File: src/rtl/ircm_pkg.sv
package ircm_pkg;

    typedef enum logic [1:0] {
        TICK_SYS   = 2'd0,
        TICK_XTAL3 = 2'd1,
        TICK_1US   = 2'd2,
        TICK_10US  = 2'd3
    } tick_sel_e;

    typedef enum logic {
        PH_HIGH = 1'b0,
        PH_LOW  = 1'b1
    } phase_e;

    localparam int CTRL_EN_BIT   = 0;
    localparam int CTRL_INIT_BIT = 2;
    localparam int CTRL_SEL_LSB  = 12;

    localparam logic ADDR_CTRL  = 1'b0;
    localparam logic ADDR_COUNT = 1'b1;

endpackage

File: src/rtl/ircm_regs.sv
module ircm_regs
    import ircm_pkg::*;
#(
    parameter int CNT_W = 16
) (
    input  logic                 clk,
    input  logic                 rst_n,
    input  logic                 wr_en_i,
    input  logic                 wr_addr_i,
    input  logic [2*CNT_W-1:0]   wr_data_i,
    output logic                 enable_o,
    output logic                 init_high_o,
    output tick_sel_e            tick_sel_o,
    output logic [CNT_W-1:0]     hi_m1_o,
    output logic [CNT_W-1:0]     lo_m1_o
);

    localparam int DATA_W = 2 * CNT_W;

    typedef struct packed {
        logic             en;
        logic             init_high;
        tick_sel_e        sel;
        logic [CNT_W-1:0] hi_m1;
        logic [CNT_W-1:0] lo_m1;
    } reg_state_t;

    reg_state_t st_d, st_q;

    always_comb begin
        st_d = st_q;
        if (wr_en_i) begin
            if (wr_addr_i == ADDR_COUNT) begin
                st_d.hi_m1 = wr_data_i[DATA_W-1:CNT_W];
                st_d.lo_m1 = wr_data_i[CNT_W-1:0];
            end else begin
                st_d.en        = wr_data_i[CTRL_EN_BIT];
                st_d.init_high = wr_data_i[CTRL_INIT_BIT];
                st_d.sel       = tick_sel_e'(wr_data_i[CTRL_SEL_LSB +: 2]);
            end
        end
    end

    always_ff @(posedge clk or negedge rst_n) begin
        if (!rst_n) begin
            st_q <= '{en: 1'b0, init_high: 1'b0, sel: TICK_SYS,
                      hi_m1: '0, lo_m1: '0};
        end else begin
            st_q <= st_d;
        end
    end

    assign enable_o    = st_q.en;
    assign init_high_o = st_q.init_high;
    assign tick_sel_o  = st_q.sel;
    assign hi_m1_o     = st_q.hi_m1;
    assign lo_m1_o     = st_q.lo_m1;

    AST_CTRL_HOLD: assert property (@(posedge clk) disable iff (!rst_n)
        !wr_en_i |=> ($stable(st_q.en) && $stable(st_q.init_high) && $stable(st_q.sel)));

    AST_COUNT_KEEP: assert property (@(posedge clk) disable iff (!rst_n)
        (wr_en_i && wr_addr_i == ADDR_CTRL) |=> ($stable(st_q.hi_m1) && $stable(st_q.lo_m1)));

endmodule

File: src/rtl/ircm_tick_gen.sv
module ircm_tick_gen
    import ircm_pkg::*;
#(
    parameter int SYS_PER_US = 250,
    parameter int US_PER_TEN = 10
) (
    input  logic      clk,
    input  logic      rst_n,
    input  tick_sel_e sel_i,
    input  logic      xtal_tick_i,
    output logic      tick_o
);

    localparam int US_W  = (SYS_PER_US > 1) ? $clog2(SYS_PER_US) : 1;
    localparam int TEN_W = (US_PER_TEN > 1) ? $clog2(US_PER_TEN) : 1;

    logic us_tick;
    logic ten_tick;

    generate
        if (SYS_PER_US > 1) begin : g_us_div
            logic [US_W-1:0] us_cnt_d, us_cnt_q;

            always_comb begin
                us_cnt_d = us_cnt_q + US_W'(1);
                if (us_cnt_q == US_W'(SYS_PER_US - 1)) begin
                    us_cnt_d = '0;
                end
            end

            always_ff @(posedge clk or negedge rst_n) begin
                if (!rst_n) begin
                    us_cnt_q <= '0;
                end else begin
                    us_cnt_q <= us_cnt_d;
                end
            end

            assign us_tick = (us_cnt_q == US_W'(SYS_PER_US - 1));

            AST_US_BOUND: assert property (@(posedge clk) disable iff (!rst_n)
                us_cnt_q <= US_W'(SYS_PER_US - 1));

            AST_US_SPACING: assert property (@(posedge clk) disable iff (!rst_n)
                us_tick |=> !us_tick);
        end else begin : g_us_pass
            assign us_tick = 1'b1;
        end
    endgenerate

    logic [TEN_W-1:0] ten_cnt_d, ten_cnt_q;

    always_comb begin
        ten_cnt_d = ten_cnt_q;
        if (us_tick) begin
            if (ten_cnt_q == TEN_W'(US_PER_TEN - 1)) begin
                ten_cnt_d = '0;
            end else begin
                ten_cnt_d = ten_cnt_q + TEN_W'(1);
            end
        end
    end

    always_ff @(posedge clk or negedge rst_n) begin
        if (!rst_n) begin
            ten_cnt_q <= '0;
        end else begin
            ten_cnt_q <= ten_cnt_d;
        end
    end

    assign ten_tick = us_tick && (ten_cnt_q == TEN_W'(US_PER_TEN - 1));

    always_comb begin
        case (sel_i)
            TICK_SYS:   tick_o = 1'b1;
            TICK_XTAL3: tick_o = xtal_tick_i;
            TICK_1US:   tick_o = us_tick;
            default:    tick_o = ten_tick;
        endcase
    end

    AST_TEN_BOUND: assert property (@(posedge clk) disable iff (!rst_n)
        ten_cnt_q <= TEN_W'(US_PER_TEN - 1));

endmodule

File: src/rtl/ircm_phase_ctr.sv
module ircm_phase_ctr
    import ircm_pkg::*;
#(
    parameter int CNT_W = 16
) (
    input  logic             clk,
    input  logic             rst_n,
    input  logic             en_i,
    input  logic             tick_i,
    input  logic [CNT_W-1:0] hi_pend_i,
    input  logic [CNT_W-1:0] lo_pend_i,
    output logic             phase_high_o,
    output logic             strobe_o
);

    typedef struct packed {
        phase_e           phase;
        logic [CNT_W-1:0] cnt;
        logic [CNT_W-1:0] hi_act;
        logic [CNT_W-1:0] lo_act;
        logic             strobe;
    } ctr_state_t;

    ctr_state_t st_d, st_q;
    logic [CNT_W-1:0] limit;

    always_comb begin
        st_d        = st_q;
        st_d.strobe = 1'b0;
        limit       = (st_q.phase == PH_HIGH) ? st_q.hi_act : st_q.lo_act;
        if (!en_i) begin
            st_d.phase  = PH_HIGH;
            st_d.cnt    = '0;
            st_d.hi_act = hi_pend_i;
            st_d.lo_act = lo_pend_i;
        end else if (tick_i) begin
            if (st_q.cnt == limit) begin
                st_d.cnt = '0;
                if (st_q.phase == PH_HIGH) begin
                    st_d.phase = PH_LOW;
                end else begin
                    st_d.phase  = PH_HIGH;
                    st_d.strobe = 1'b1;
                    st_d.hi_act = hi_pend_i;
                    st_d.lo_act = lo_pend_i;
                end
            end else begin
                st_d.cnt = st_q.cnt + CNT_W'(1);
            end
        end
    end

    always_ff @(posedge clk or negedge rst_n) begin
        if (!rst_n) begin
            st_q <= '{phase: PH_HIGH, cnt: '0, hi_act: '0, lo_act: '0, strobe: 1'b0};
        end else begin
            st_q <= st_d;
        end
    end

    assign phase_high_o = (st_q.phase == PH_HIGH);
    assign strobe_o     = st_q.strobe;

    AST_HOLD_WHILE_OFF: assert property (@(posedge clk) disable iff (!rst_n)
        !en_i |=> (st_q.phase == PH_HIGH && st_q.cnt == '0));

    AST_CNT_BOUND: assert property (@(posedge clk) disable iff (!rst_n)
        st_q.cnt <= ((st_q.phase == PH_HIGH) ? st_q.hi_act : st_q.lo_act));

    AST_STROBE_AT_START: assert property (@(posedge clk) disable iff (!rst_n)
        st_q.strobe |-> (st_q.phase == PH_HIGH && st_q.cnt == '0 && $past(en_i)));

    AST_SWAP_AT_BOUNDARY: assert property (@(posedge clk) disable iff (!rst_n)
        ($past(en_i) && !st_q.strobe) |-> ($stable(st_q.hi_act) && $stable(st_q.lo_act)));

endmodule

File: src/rtl/ir_carrier_mod.sv
module ir_carrier_mod
    import ircm_pkg::*;
#(
    parameter int CNT_W      = 16,
    parameter int SYS_PER_US = 250,
    parameter int US_PER_TEN = 10
) (
    input  logic                 clk,
    input  logic                 rst_n,
    input  logic                 wr_en_i,
    input  logic                 wr_addr_i,
    input  logic [2*CNT_W-1:0]   wr_data_i,
    input  logic                 xtal_tick_i,
    input  logic                 mark_i,
    output logic                 carrier_o,
    output logic                 gated_o,
    output logic                 period_o
);

    logic             enable;
    logic             init_high;
    tick_sel_e        tick_sel;
    logic [CNT_W-1:0] hi_m1;
    logic [CNT_W-1:0] lo_m1;
    logic             tick;
    logic             phase_high;

    ircm_regs #(.CNT_W(CNT_W)) u_regs (
        .clk         (clk),
        .rst_n       (rst_n),
        .wr_en_i     (wr_en_i),
        .wr_addr_i   (wr_addr_i),
        .wr_data_i   (wr_data_i),
        .enable_o    (enable),
        .init_high_o (init_high),
        .tick_sel_o  (tick_sel),
        .hi_m1_o     (hi_m1),
        .lo_m1_o     (lo_m1)
    );

    ircm_tick_gen #(.SYS_PER_US(SYS_PER_US), .US_PER_TEN(US_PER_TEN)) u_tick (
        .clk         (clk),
        .rst_n       (rst_n),
        .sel_i       (tick_sel),
        .xtal_tick_i (xtal_tick_i),
        .tick_o      (tick)
    );

    ircm_phase_ctr #(.CNT_W(CNT_W)) u_phase (
        .clk          (clk),
        .rst_n        (rst_n),
        .en_i         (enable),
        .tick_i       (tick),
        .hi_pend_i    (hi_m1),
        .lo_pend_i    (lo_m1),
        .phase_high_o (phase_high),
        .strobe_o     (period_o)
    );

    always_comb begin
        carrier_o = enable ? phase_high : init_high;
        gated_o   = carrier_o & mark_i;
    end

    AST_OFF_NO_STROBE: assert property (@(posedge clk) disable iff (!rst_n)
        (!enable && !$past(enable)) |-> !period_o);

endmodule

File: config.mk
export PLATFORM = sky130hd
export DESIGN_NAME = ir_carrier_mod
export DESIGN_NICKNAME = d
export VERILOG_FILES = /design/src/rtl/ircm_pkg.sv /design/src/rtl/ircm_regs.sv /design/src/rtl/ircm_tick_gen.sv /design/src/rtl/ircm_phase_ctr.sv /design/src/rtl/ir_carrier_mod.sv
export SDC_FILE = /design/constraint.sdc
export NUM_CORES = 1
export LEC_CHECK = 0
export BUFFER_PORTS_ARGS = -buffer_cell sky130_fd_sc_hd__buf_2
export CORE_MARGIN = 2
export CORE_UTILIZATION = 50
export DETAILED_ROUTE_END_ITERATION = 16
export PLACE_DENSITY = 0.72
export SYNTH_ARGS = -nofsm -noshare
export SYNTH_HDL_FRONTEND = slang
export SYNTH_SLANG_ARGS = --single-unit
export TNS_END_PERCENT = 5
File: constraint.sdc
create_clock -name clk -period 3.2 [get_ports clk]
set_input_delay 0.64 -clock clk [delete_from_list [all_inputs] [get_ports clk]]
set_output_delay 0.64 -clock clk [all_outputs]
set_load 0.05 [all_outputs]
==> flow_metrics.py, run 1 <==
metrics = {
    "clocking": {
        "h-tree-depth": 3,
        "cts_tree": "yes",
        "cts_setup_buffers": 0,
        "cts_hold_buf": 0,
        "clk_path_buf_depth": 2,
        "cts_root_buffer": "clkbuf_8",
        "clock-sinks": 98,
        "cts_resized": 0,
        "clk_pin_slew_ps": 100,
        "numCtsBuffers": 9,
        "insertion_delay_ps": 360,
    },
    "detailed_routing": {
        "firstDrtPassIters": 4,
        "routed_wirelength_mm": 8.497,
        "drc": 0,
        "ant_nets": 0,
        "num_vias": 3020,
        "wire_per_inst_um": 15.82,
        "viasPerCell": 5.624,
        "drt_iter0_markers": 211,
    },
    "finish": {
        "drive_gt1_share_pct": 31.22,
        "final_common_cell": "dfrtp_1",
        "layout_common_cells": "dfrtp_1 (98), buf_2 (39), mux2_2 (36)",
        "fillerInstances": 750,
        "fin_util_pct": 56.17,
        "nets": 462,
        "num_antenna_cells": 0,
        "area_growth_pct": 9.749,
        "multiInputGateArea_mm2": 0.002078,
        "layout.area.seq_mm2": 0.002452,
    },
    "worst_setup_path": {
        "critPathMaxFanout": 19,
        "ff2ff_path_depth": 8,
        "r2r_end": "u_phase.st_q[1]",
        "required_ps": 3440,
        "worstSetupPathType": "flip-flop to flip-flop",
        "ff2ff_setup_slack_ps": 630,
        "worstPathArrival_ps": 2820,
        "r2r_start": "u_phase.st_q[49]",
        "critPathCaptureType": "flip-flop",
        "startpoint_type": "flip-flop",
    },
    "placed_design": {
        "io_buffers": 40,
        "gp_congestion": 0.8194,
        "dp_hpwl_mm": 6.086,
    },
    "outcome": {
        "status": "complete, no violations",
    },
    "global_route": {
        "grt_max_degree": 58,
        "grt-ovfl-total": 0,
        "antenna_found_initial": 0,
        "grt_pass1_vias": 2934,
        "grt_pass1_wl_mm": 14.26,
        "grt.total_usage_pct": 18.11,
    },
    "power": {
        "leakage_nw": 2.220,
        "ir_drop_mv": 0.2932,
        "p_per_area_mw_per_mm2": 540.1,
    },
    "sta": {
        "rsz0062_at_grt": "no",
        "post-route-period-util_pct": 80.42,
        "hold_violations": 0,
        "worst_clock_skew_ps": 14.88,
        "fin_tns_setup_ps": 0,
        "setup-violations-final": 0,
        "worst_pin_slew_ps": 924.6,
        "drv_slew": 0,
        "relSlewSlack_pct": 38.36,
        "post-route-min-period_ps": 2574,
        "fmax_mhz": 388.6,
    },
    "floorplan": {
        "core-area_mm2": 0.009153,
        "std_cell_rows": 35,
        "die_w_um": 100.8,
        "dieArea_mm2": 0.01016,
        "io_pins": 41,
        "die_y_um": 100.8,
        "start_util_pct": 51.18,
    },
    "synthesis": {
        "synth_nets": 424,
        "syn_inst": 383,
        "synthesis.area_mm2": 0.004684,
        "synthArstFlopShare_pct": 100.0,
        "yosysSeqAreaShare_pct": 52.35,
        "synth.avg_cell_area_um2": 12.23,
        "synth_edf_count": 0,
        "synth_seq_cells": 98,
        "synth_cell_types": 41,
        "ys.flop_type": "dfrtp_1",
        "ys_warn_count": 0,
    },
    "min_path": {
        "min_path_type": "input port to asynchronous set/reset pin",
    },
    "flow_run": {
        "drv_cap": 0,
    },
}
cells in the mapped netlist (2+ instances only):
master / instances / area share, %
dfrtp_1: 98 / 52
mux2_2: 36 / 8.7
nand2_1: 33 / 2.6
mux2_4: 30 / 9.6
nand3_1: 24 / 2.6
xnor2_1: 20 / 3.7
nor2_1: 18 / 1.4
mux2i_1: 17 / 3.6
o21ai_0: 14 / 1.5
clkbuf_1: 12 / 0.96
a31oi_1: 9 / 1.2
a21oi_1: 7 / 0.75
nor3_1: 7 / 0.75
nor4_1: 6 / 0.80
nor2b_1: 5 / 0.67
and2_1: 4 / 0.53
nand4_1: 4 / 0.53
and3_1: 3 / 0.40
buf_1: 3 / 0.24
buf_12: 3 / 1.3
ha_1: 3 / 0.80
inv_1: 3 / 0.24
buf_6: 2 / 0.48
nand2b_1: 2 / 0.27
nand4b_1: 2 / 0.37
nor4_2: 2 / 0.53
xor2_1: 2 / 0.37
registers in the layout (all words and copies together) (netlist names):
name,flops
u_phase.strobe_o,1
u_regs.tick_sel_o,2
u_regs.enable_o,1
u_phase.st_q,49
u_regs.lo_m1_o,16
u_tick.g_us_div.us_cnt_q,8
u_regs.init_high_o,1
u_regs.hi_m1_o,16
u_tick.ten_cnt_q,4
report_power, final:
part           total, W  switching [W]  internal, W
clock network  0.000750       0.000422     0.000328
logic          0.000508       0.000215     0.000293
registers       0.00152       0.000111      0.00141
total           0.00278       0.000748      0.00203
layer usage:
metal / track usage, % / wire (µm) / part of all wire, % / vias to the layer above
li1: - / - / - / 1437
met1: 24.60 / 3904 / 46 / 1500
met2: 28.21 / 4106 / 48 / 66
met3: 2.843 / 279 / 3.3 / 17
met4: 9.378 / 206 / 2.4 / 0
met5: 0 / 0 / 0 / -
cell families (layout without fill, tap and decap cells):
family	count (synthesis)	after routing	synth area share [%]
fa+ha+maj	3	3	0.8014
simple gates	115	115	12.53
xor+xnor	22	22	4.113
compound gates	38	38	5.022
buf+inv	24	67	3.285
mux	83	83	21.90
flops	98	98	52.35
critical path, stage by stage (launching register included):
cell,delay (ps)
dfrtp_1,330
buf_4,290
mux2i_1,290
xnor2_1,90
nor4_1,380
nand4_2,210
o21ai_4,190
buf_4,300
mux2_2,370
cell type report:
cell class	instances	area share, %
flip-flops and latches	98	47.70
inverters	4	0.2920
clock inverters	5	0.7301
clock buffers	11	2.945
well taps	111	2.701
multi-input cells	261	40.42
repair buffers	47	5.208
worst max path at each step:
| stage | from | to | slack [ps] | depth (start not counted) |
|---|---|---|---|---|
| finish | u_phase.st_q[49] | u_phase.st_q[1] | 630 | 8 |
| global route | u_tick.g_us_div.us_cnt_q[1] | u_phase.st_q[2] | 500 | 9 |
| CTS | u_phase.st_q[49] | u_phase.st_q[1] | 600 | 8 |
| detailed placement | u_phase.st_q[49] | u_phase.st_q[1] | 630 | 8 |
| global placement | u_phase.st_q[49] | u_phase.st_q[2] | 710 | 8 |
| floorplan | u_regs.enable_o | gated_o | 290 | 3 |
stage by stage:
| stage | worst slack, ps | power, W | instances | cell area [µm²] | hold slack, ps |
|---|---|---|---|---|---|
| after floorplan | 285.2 | 0.001921 | 383 | 4684 | 344.4 |
| after global placement | 712.6 | 0.002035 | 521 | 4952 | 461.8 |
| after detailed placement | 628.1 | 0.002058 | 521 | 4952 | 469.4 |
| after CTS | 604.7 | 0.002807 | 537 | 5141 | 250.1 |
| after global routing | 496.8 | 0.002915 | 537 | 5141 | 265.1 |
| final | 626.4 | 0.002777 | 537 | 5141 | 246.6 |
(Power assumes the default switching activity.)
==> run 2: changes to the inputs <==
--- a/config.mk
+++ b/config.mk
@@ -9,7 +9,7 @@
 export CORE_MARGIN = 2
 export CORE_UTILIZATION = 50
 export DETAILED_ROUTE_END_ITERATION = 16
-export PLACE_DENSITY = 0.72
+export PLACE_DENSITY = 0.74
 export SYNTH_ARGS = -nofsm -noshare
 export SYNTH_HDL_FRONTEND = slang
 export SYNTH_SLANG_ARGS = --single-unit
==> constraint.sdc (replaced) <==
create_clock -name clk -period 2.3 [get_ports clk]
set_input_delay 0.46 -clock clk [delete_from_list [all_inputs] [get_ports clk]]
set_output_delay 0.46 -clock clk [all_outputs]
set_load 0.05 [all_outputs]
==> flow_metrics.py, run 2 (same netlist as run 1, synthesis figures left out) <==
metrics = {
    "outcome": {
        "status": "finished, violations left",
        "violations": "negative setup slack",
    },
    "global_route": {
        "grt_max_degree": 46,
        "grt_pass1_wl_mm": 15.52,
        "grt_pass1_vias": 3171,
        "grt-ovfl-total": 0,
        "antenna_found_initial": 0,
        "grt.total_usage_pct": 19.74,
    },
    "detailed_routing": {
        "routed_wirelength_mm": 9.266,
        "ant_nets": 0,
        "drc": 0,
        "num_vias": 3104,
        "firstDrtPassIters": 4,
        "wl_met2_mm": 4.699,
        "met1Wirelength_mm": 4.040,
        "top_layer": "met4",
        "wl_met3_um": 400,
        "drt_iter0_markers": 186,
        "viasPerCell": 5.603,
        "wire_per_inst_um": 16.73,
    },
    "power": {
        "leakage_nw": 2.363,
        "seqPwrFrac_pct": 51.2,
        "pwr-share-clk_pct": 29.8,
        "combPwrFrac_pct": 19.1,
        "p_per_area_mw_per_mm2": 766.7,
        "swShare_pct": 25.83,
        "power.internal_w": 0.003096,
        "switchingPower_w": 0.001078,
        "ir_drop_mv": 0.5570,
    },
    "clocking": {
        "cts_tree": "yes",
        "clock-sinks": 98,
        "numCtsBuffers": 9,
        "clk_pin_slew_ps": 90,
        "cts_root_buffer": "clkbuf_8",
        "clk_path_buf_depth": 2,
        "insertion_delay_ps": 360,
        "h-tree-depth": 3,
    },
    "finish": {
        "multiInputGateArea_mm2": 0.002116,
        "drive_gt1_share_pct": 35.67,
        "layout.area.seq_mm2": 0.002454,
        "fin_util_pct": 59.48,
        "area_growth_pct": 16.21,
        "layout_common_cells": "dfrtp_1 (97), buf_2 (39), mux2_2 (36)",
        "top_register": "u_phase.st_q",
        "fillerInstances": 697,
        "nets": 480,
        "final_common_cell": "dfrtp_1",
        "largest_reg_flops": 49,
        "num_antenna_cells": 0,
    },
    "min_path": {
        "min_path_type": "input port to asynchronous set/reset pin",
    },
    "sta": {
        "worst_pin_slew_ps": 570.4,
        "rsz0062_at_grt": "yes",
        "fin_tns_setup_ps": -3168,
        "drv_slew": 0,
        "post-route-period-util_pct": 105.3,
        "fin_ws_ps": -122.4,
        "hold_violations": 0,
        "fmax_mhz": 412.8,
        "post-route-min-period_ps": 2422,
        "setup-violations-final": 31,
        "worst_clock_skew_ps": 10.69,
        "relSlewSlack_pct": 61.98,
    },
    "floorplan": {
        "io_pins": 41,
        "std_cell_rows": 35,
        "dieArea_mm2": 0.01016,
        "start_util_pct": 51.18,
        "die_w_um": 100.8,
        "core-area_mm2": 0.009153,
        "die_y_um": 100.8,
    },
    "worst_setup_path": {
        "critPathCaptureType": "flip-flop",
        "startpoint_type": "flip-flop",
        "required_ps": 2540,
        "worstPathArrival_ps": 2670,
        "worstSetupPathType": "flip-flop to flip-flop",
        "critPathMaxFanout": 12,
    },
    "placed_design": {
        "dp_hpwl_mm": 6.460,
        "gp_congestion": 0.8057,
        "io_buffers": 40,
    },
    "flow_run": {
        "drv_cap": 0,
    },
}
==> run 2: cell types whose count changed in the layout (fill, tap and decap cells not counted), sizes merged <==
cell and change:
bufinv +2, clkbuf +1, inv -1, buf +17
clkinv -2
==> run 2: final timing paths <==
path	start	to	slack (ps)	depth (start not counted)
min in group clk	wr_data_i[2]	u_regs.init_high_o	330	3
worst max-delay path	u_phase.st_q[49]	u_phase.st_q[32]	-120	9
max in group asynchronous	rst_n	u_phase.st_q[8]	1580	2
worst max register to register	u_phase.st_q[49]	u_phase.st_q[32]	-120	9
worst min-delay path	rst_n	u_regs.lo_m1_o[15]	80	1
worst min register to register	u_tick.g_us_div.us_cnt_q[7]	u_tick.g_us_div.us_cnt_q[7]	500	1
==> run 2: routing by layer <==
metal | track usage [%] | vias up
met5 | 0 | -
met1 | 26.96 | 1554
met4 | 6.006 | 0
li1 | - | 1468
met3 | 3.745 | 14
met2 | 32.21 | 68
==> run 2: worst max-delay path, stage by stage (launching register included) <==
cell and delay [ps]:
dfrtp_2 430, buf_12 170, mux2i_2 230, xnor2_1 90, nor4_2 370, nand4_2 180, o21ai_4 210, buf_4 160
buf_12 150, mux2_4 310
==> run 2: layout make-up <==
cell class,instances,share of cell area (%)
clock buffers,11,2.781
clock inverters,4,1.379
inverters,4,0.2758
multi-input cells,261,38.86
flip-flops and latches,98,45.07
well taps,111,2.551
repair buffers,65,9.078
==> run 2: power groups by stage <==
stage | Combinational (W) | Sequential, W | Clock (W)
finish | 0.000795 | 0.00214 | 0.00124
global route | 0.000865 | 0.00216 | 0.00134
CTS | 0.000789 | 0.00213 | 0.00126
detailed placement | 0.000757 | 0.00216 | 0
global placement | 0.000721 | 0.00215 | 0
floorplan | 0.000594 | 0.00208 | 0
==> run 2: what timing repair did <==
item                                   in CTS  in global routing
endpoints found under the hold margin       0                  0
hold buffers                                0                  0
buffers inserted                            3                  2
setup endpoints to repair                  34                 46
cloned                                      1                  1
resized for setup                           2                  7
pin swaps                                   3                  2
==> run 2: per-stage QoR <==
stage / total power [W] / instance area (µm²) / hold slack [ps] / std cells / setup WS [ps]
3_5_place_dp: 0.002915 / 5092 / 482.1 / 532 / -238.6
3_3_place_gp: 0.002871 / 5092 / 470.2 / 532 / -109.9
6_report: 0.004174 / 5444 / 81.66 / 554 / -122.4
4_1_cts: 0.004182 / 5384 / 103.8 / 551 / -123.4
5_1_grt: 0.004367 / 5444 / 126.7 / 554 / -228.7
2_1_floorplan: 0.002676 / 4696 / 164.4 / 383 / -39.80
==> run 3: changes to the inputs <==
--- a/config.mk
+++ b/config.mk
@@ -8,8 +8,9 @@
 export BUFFER_PORTS_ARGS = -buffer_cell sky130_fd_sc_hd__buf_2
 export CORE_MARGIN = 2
 export CORE_UTILIZATION = 50
+export CTS_CLUSTER_SIZE = 16
 export DETAILED_ROUTE_END_ITERATION = 16
-export PLACE_DENSITY = 0.74
+export PLACE_DENSITY = 0.72
 export SYNTH_ARGS = -nofsm -noshare
 export SYNTH_HDL_FRONTEND = slang
 export SYNTH_SLANG_ARGS = --single-unit
==> constraint.sdc (replaced) <==
create_clock -name clk -period 2.8 [get_ports clk]
set_input_delay 0.56 -clock clk [delete_from_list [all_inputs] [get_ports clk]]
set_output_delay 0.56 -clock clk [all_outputs]
set_load 0.05 [all_outputs]
==> flow_metrics.py, run 3 (same netlist as run 1, synthesis figures left out) <==
metrics = {
    "sta": {
        "fmax_mhz": 396.5,
        "rsz0062_at_grt": "no",
        "setup-violations-final": 0,
        "worst_clock_skew_ps": 14.10,
        "hold_violations": 0,
        "post-route-period-util_pct": 90.08,
        "relSlewSlack_pct": 59.64,
        "fin_tns_setup_ps": 0,
        "worst_pin_slew_ps": 605.4,
        "post-route-min-period_ps": 2522,
        "drv_slew": 0,
    },
    "clocking": {
        "insertion_delay_ps": 360,
        "numCtsBuffers": 9,
        "h-tree-depth": 3,
        "clock-sinks": 98,
        "cts_setup_buffers": 0,
        "cts_tree": "yes",
        "clk_path_buf_depth": 2,
        "cts_root_buffer": "clkbuf_8",
        "cts_resized": 0,
        "cts_hold_buf": 0,
        "clk_pin_slew_ps": 90,
    },
    "global_route": {
        "met1_usage_pct": 26.10,
        "grt_pass1_wl_mm": 14.66,
        "grt-ovfl-total": 0,
        "use_met3_pct": 3.953,
        "grt_pass1_vias": 2976,
        "antenna_found_initial": 0,
        "use_met2_pct": 28.15,
        "grt_busiest_layer": "met2",
        "grt.total_usage_pct": 18.49,
        "grt_max_degree": 53,
    },
    "detailed_routing": {
        "routed_wirelength_mm": 8.410,
        "ant_nets": 0,
        "num_vias": 3008,
        "drt_iter0_markers": 111,
        "drc": 0,
        "viasPerCell": 5.591,
        "wire_per_inst_um": 15.63,
        "firstDrtPassIters": 4,
    },
    "worst_setup_path": {
        "worstSetupPathType": "flip-flop to flip-flop",
        "critPathCaptureType": "flip-flop",
        "ff2ff_path_depth": 8,
        "required_ps": 3050,
        "critical_path.startpoint": "u_phase.st_q[49]",
        "r2r_start": "u_phase.st_q[49]",
        "startpoint_type": "flip-flop",
        "r2r_end": "u_phase.st_q[1]",
        "worstPathArrival_ps": 2770,
        "path_cells": "buf_4, mux2i_1, xnor2_1, nor4_1, nand4_2, o21ai_4, buf_12, mux2_2",
        "crit_path_end": "u_phase.st_q[1]",
        "cpMaxStageDelayCell": "dfrtp_1",
        "slowest_delay_ps": 490,
        "ff2ff_setup_slack_ps": 280,
        "critPathMaxFanout": 32,
    },
    "finish": {
        "drive_gt1_share_pct": 31.38,
        "num_antenna_cells": 0,
        "layout_common_cells": "dfrtp_1 (98), buf_2 (39), mux2_2 (36)",
        "design_area_mm2": 0.005157,
        "final_common_cell": "dfrtp_1",
        "area_growth_pct": 10.10,
        "nets": 464,
        "largest_reg_flops": 49,
        "top_register": "u_phase.st_q",
    },
    "power": {
        "p_per_area_mw_per_mm2": 612.3,
        "ir_drop_mv": 0.3330,
        "leakage_nw": 2.225,
    },
    "min_path": {
        "min_path_type": "input port to asynchronous set/reset pin",
    },
    "floorplan": {
        "std_cell_rows": 35,
        "start_util_pct": 51.18,
        "io_pins": 41,
        "die_y_um": 100.8,
        "core-area_mm2": 0.009153,
        "dieArea_mm2": 0.01016,
        "die_w_um": 100.8,
    },
    "placed_design": {
        "post_dp_cell_area_mm2": 0.004980,
        "gp_congestion": 0.7982,
        "dp_hpwl_mm": 5.893,
        "io_buffers": 40,
    },
    "outcome": {
        "status": "complete, no violations",
    },
    "flow_run": {
        "drv_cap": 0,
    },
}
## run 3: area by class of cell
class | count | area (µm²)
inverters | 4 | 15.01
clock buffers | 10 | 137.6
multi-input cells | 261 | 2078
well taps | 111 | 138.9
clock inverters | 5 | 40.04
repair buffers | 49 | 295.3
fillers | 760 | 3995
flip-flops and latches | 98 | 2452
## run 3: worst min-delay path by stage
stage | to | from
2_1_floorplan | u_phase.st_q[10] | rst_n
3_3_place_gp | u_tick.g_us_div.us_cnt_q[7] | u_tick.g_us_div.us_cnt_q[7]
3_5_place_dp | u_tick.g_us_div.us_cnt_q[7] | u_tick.g_us_div.us_cnt_q[7]
4_1_cts | u_regs.hi_m1_o[2] | rst_n
5_1_grt | u_regs.hi_m1_o[6] | rst_n
6_report | u_regs.hi_m1_o[6] | rst_n
## run 3: critical path: cells and delay by family (launching register included)
kind	cells	cell delay [ps]
and+or+nand+nor	2	510
buffers and inverters	2	470
muxes	2	620
xor gates and xnor gates	1	120
AOI/OAI and AO/OA	1	200
DFF	1	490
## run 3: where the power goes
part | internal (W) | switching [W] | leakage (nW)
registers | 0.00161 | 0.000128 | 1.20
logic | 0.000341 | 0.000244 | 0.941
clock network | 0.000347 | 0.000489 | 0.0810
## run 3: layer usage
layer | vias up | wire length, µm
met5 | - | 0
met1 | 1488 | 3924
met4 | 0 | 166
li1 | 1442 | -
met3 | 14 | 341
met2 | 64 | 3978
## run 3: stage by stage
| stage | util (%) | power (W) | std cells | worst slack (ps) | hold slack [ps] |
|---|---|---|---|---|---|
| 2_1_floorplan | - | 0.002196 | 383 | 386.2 | 264.4 |
| 3_3_place_gp | 54.41 | 0.002338 | 523 | 351.6 | 461.9 |
| 3_5_place_dp | 54.41 | 0.002358 | 523 | 297.7 | 466.5 |
| 4_1_cts | 56.35 | 0.003198 | 538 | 281.3 | 210.4 |
| 5_1_grt | 56.35 | 0.003335 | 538 | 107.4 | 217.2 |
| 6_report | 56.35 | 0.003158 | 538 | 277.9 | 196.6 |
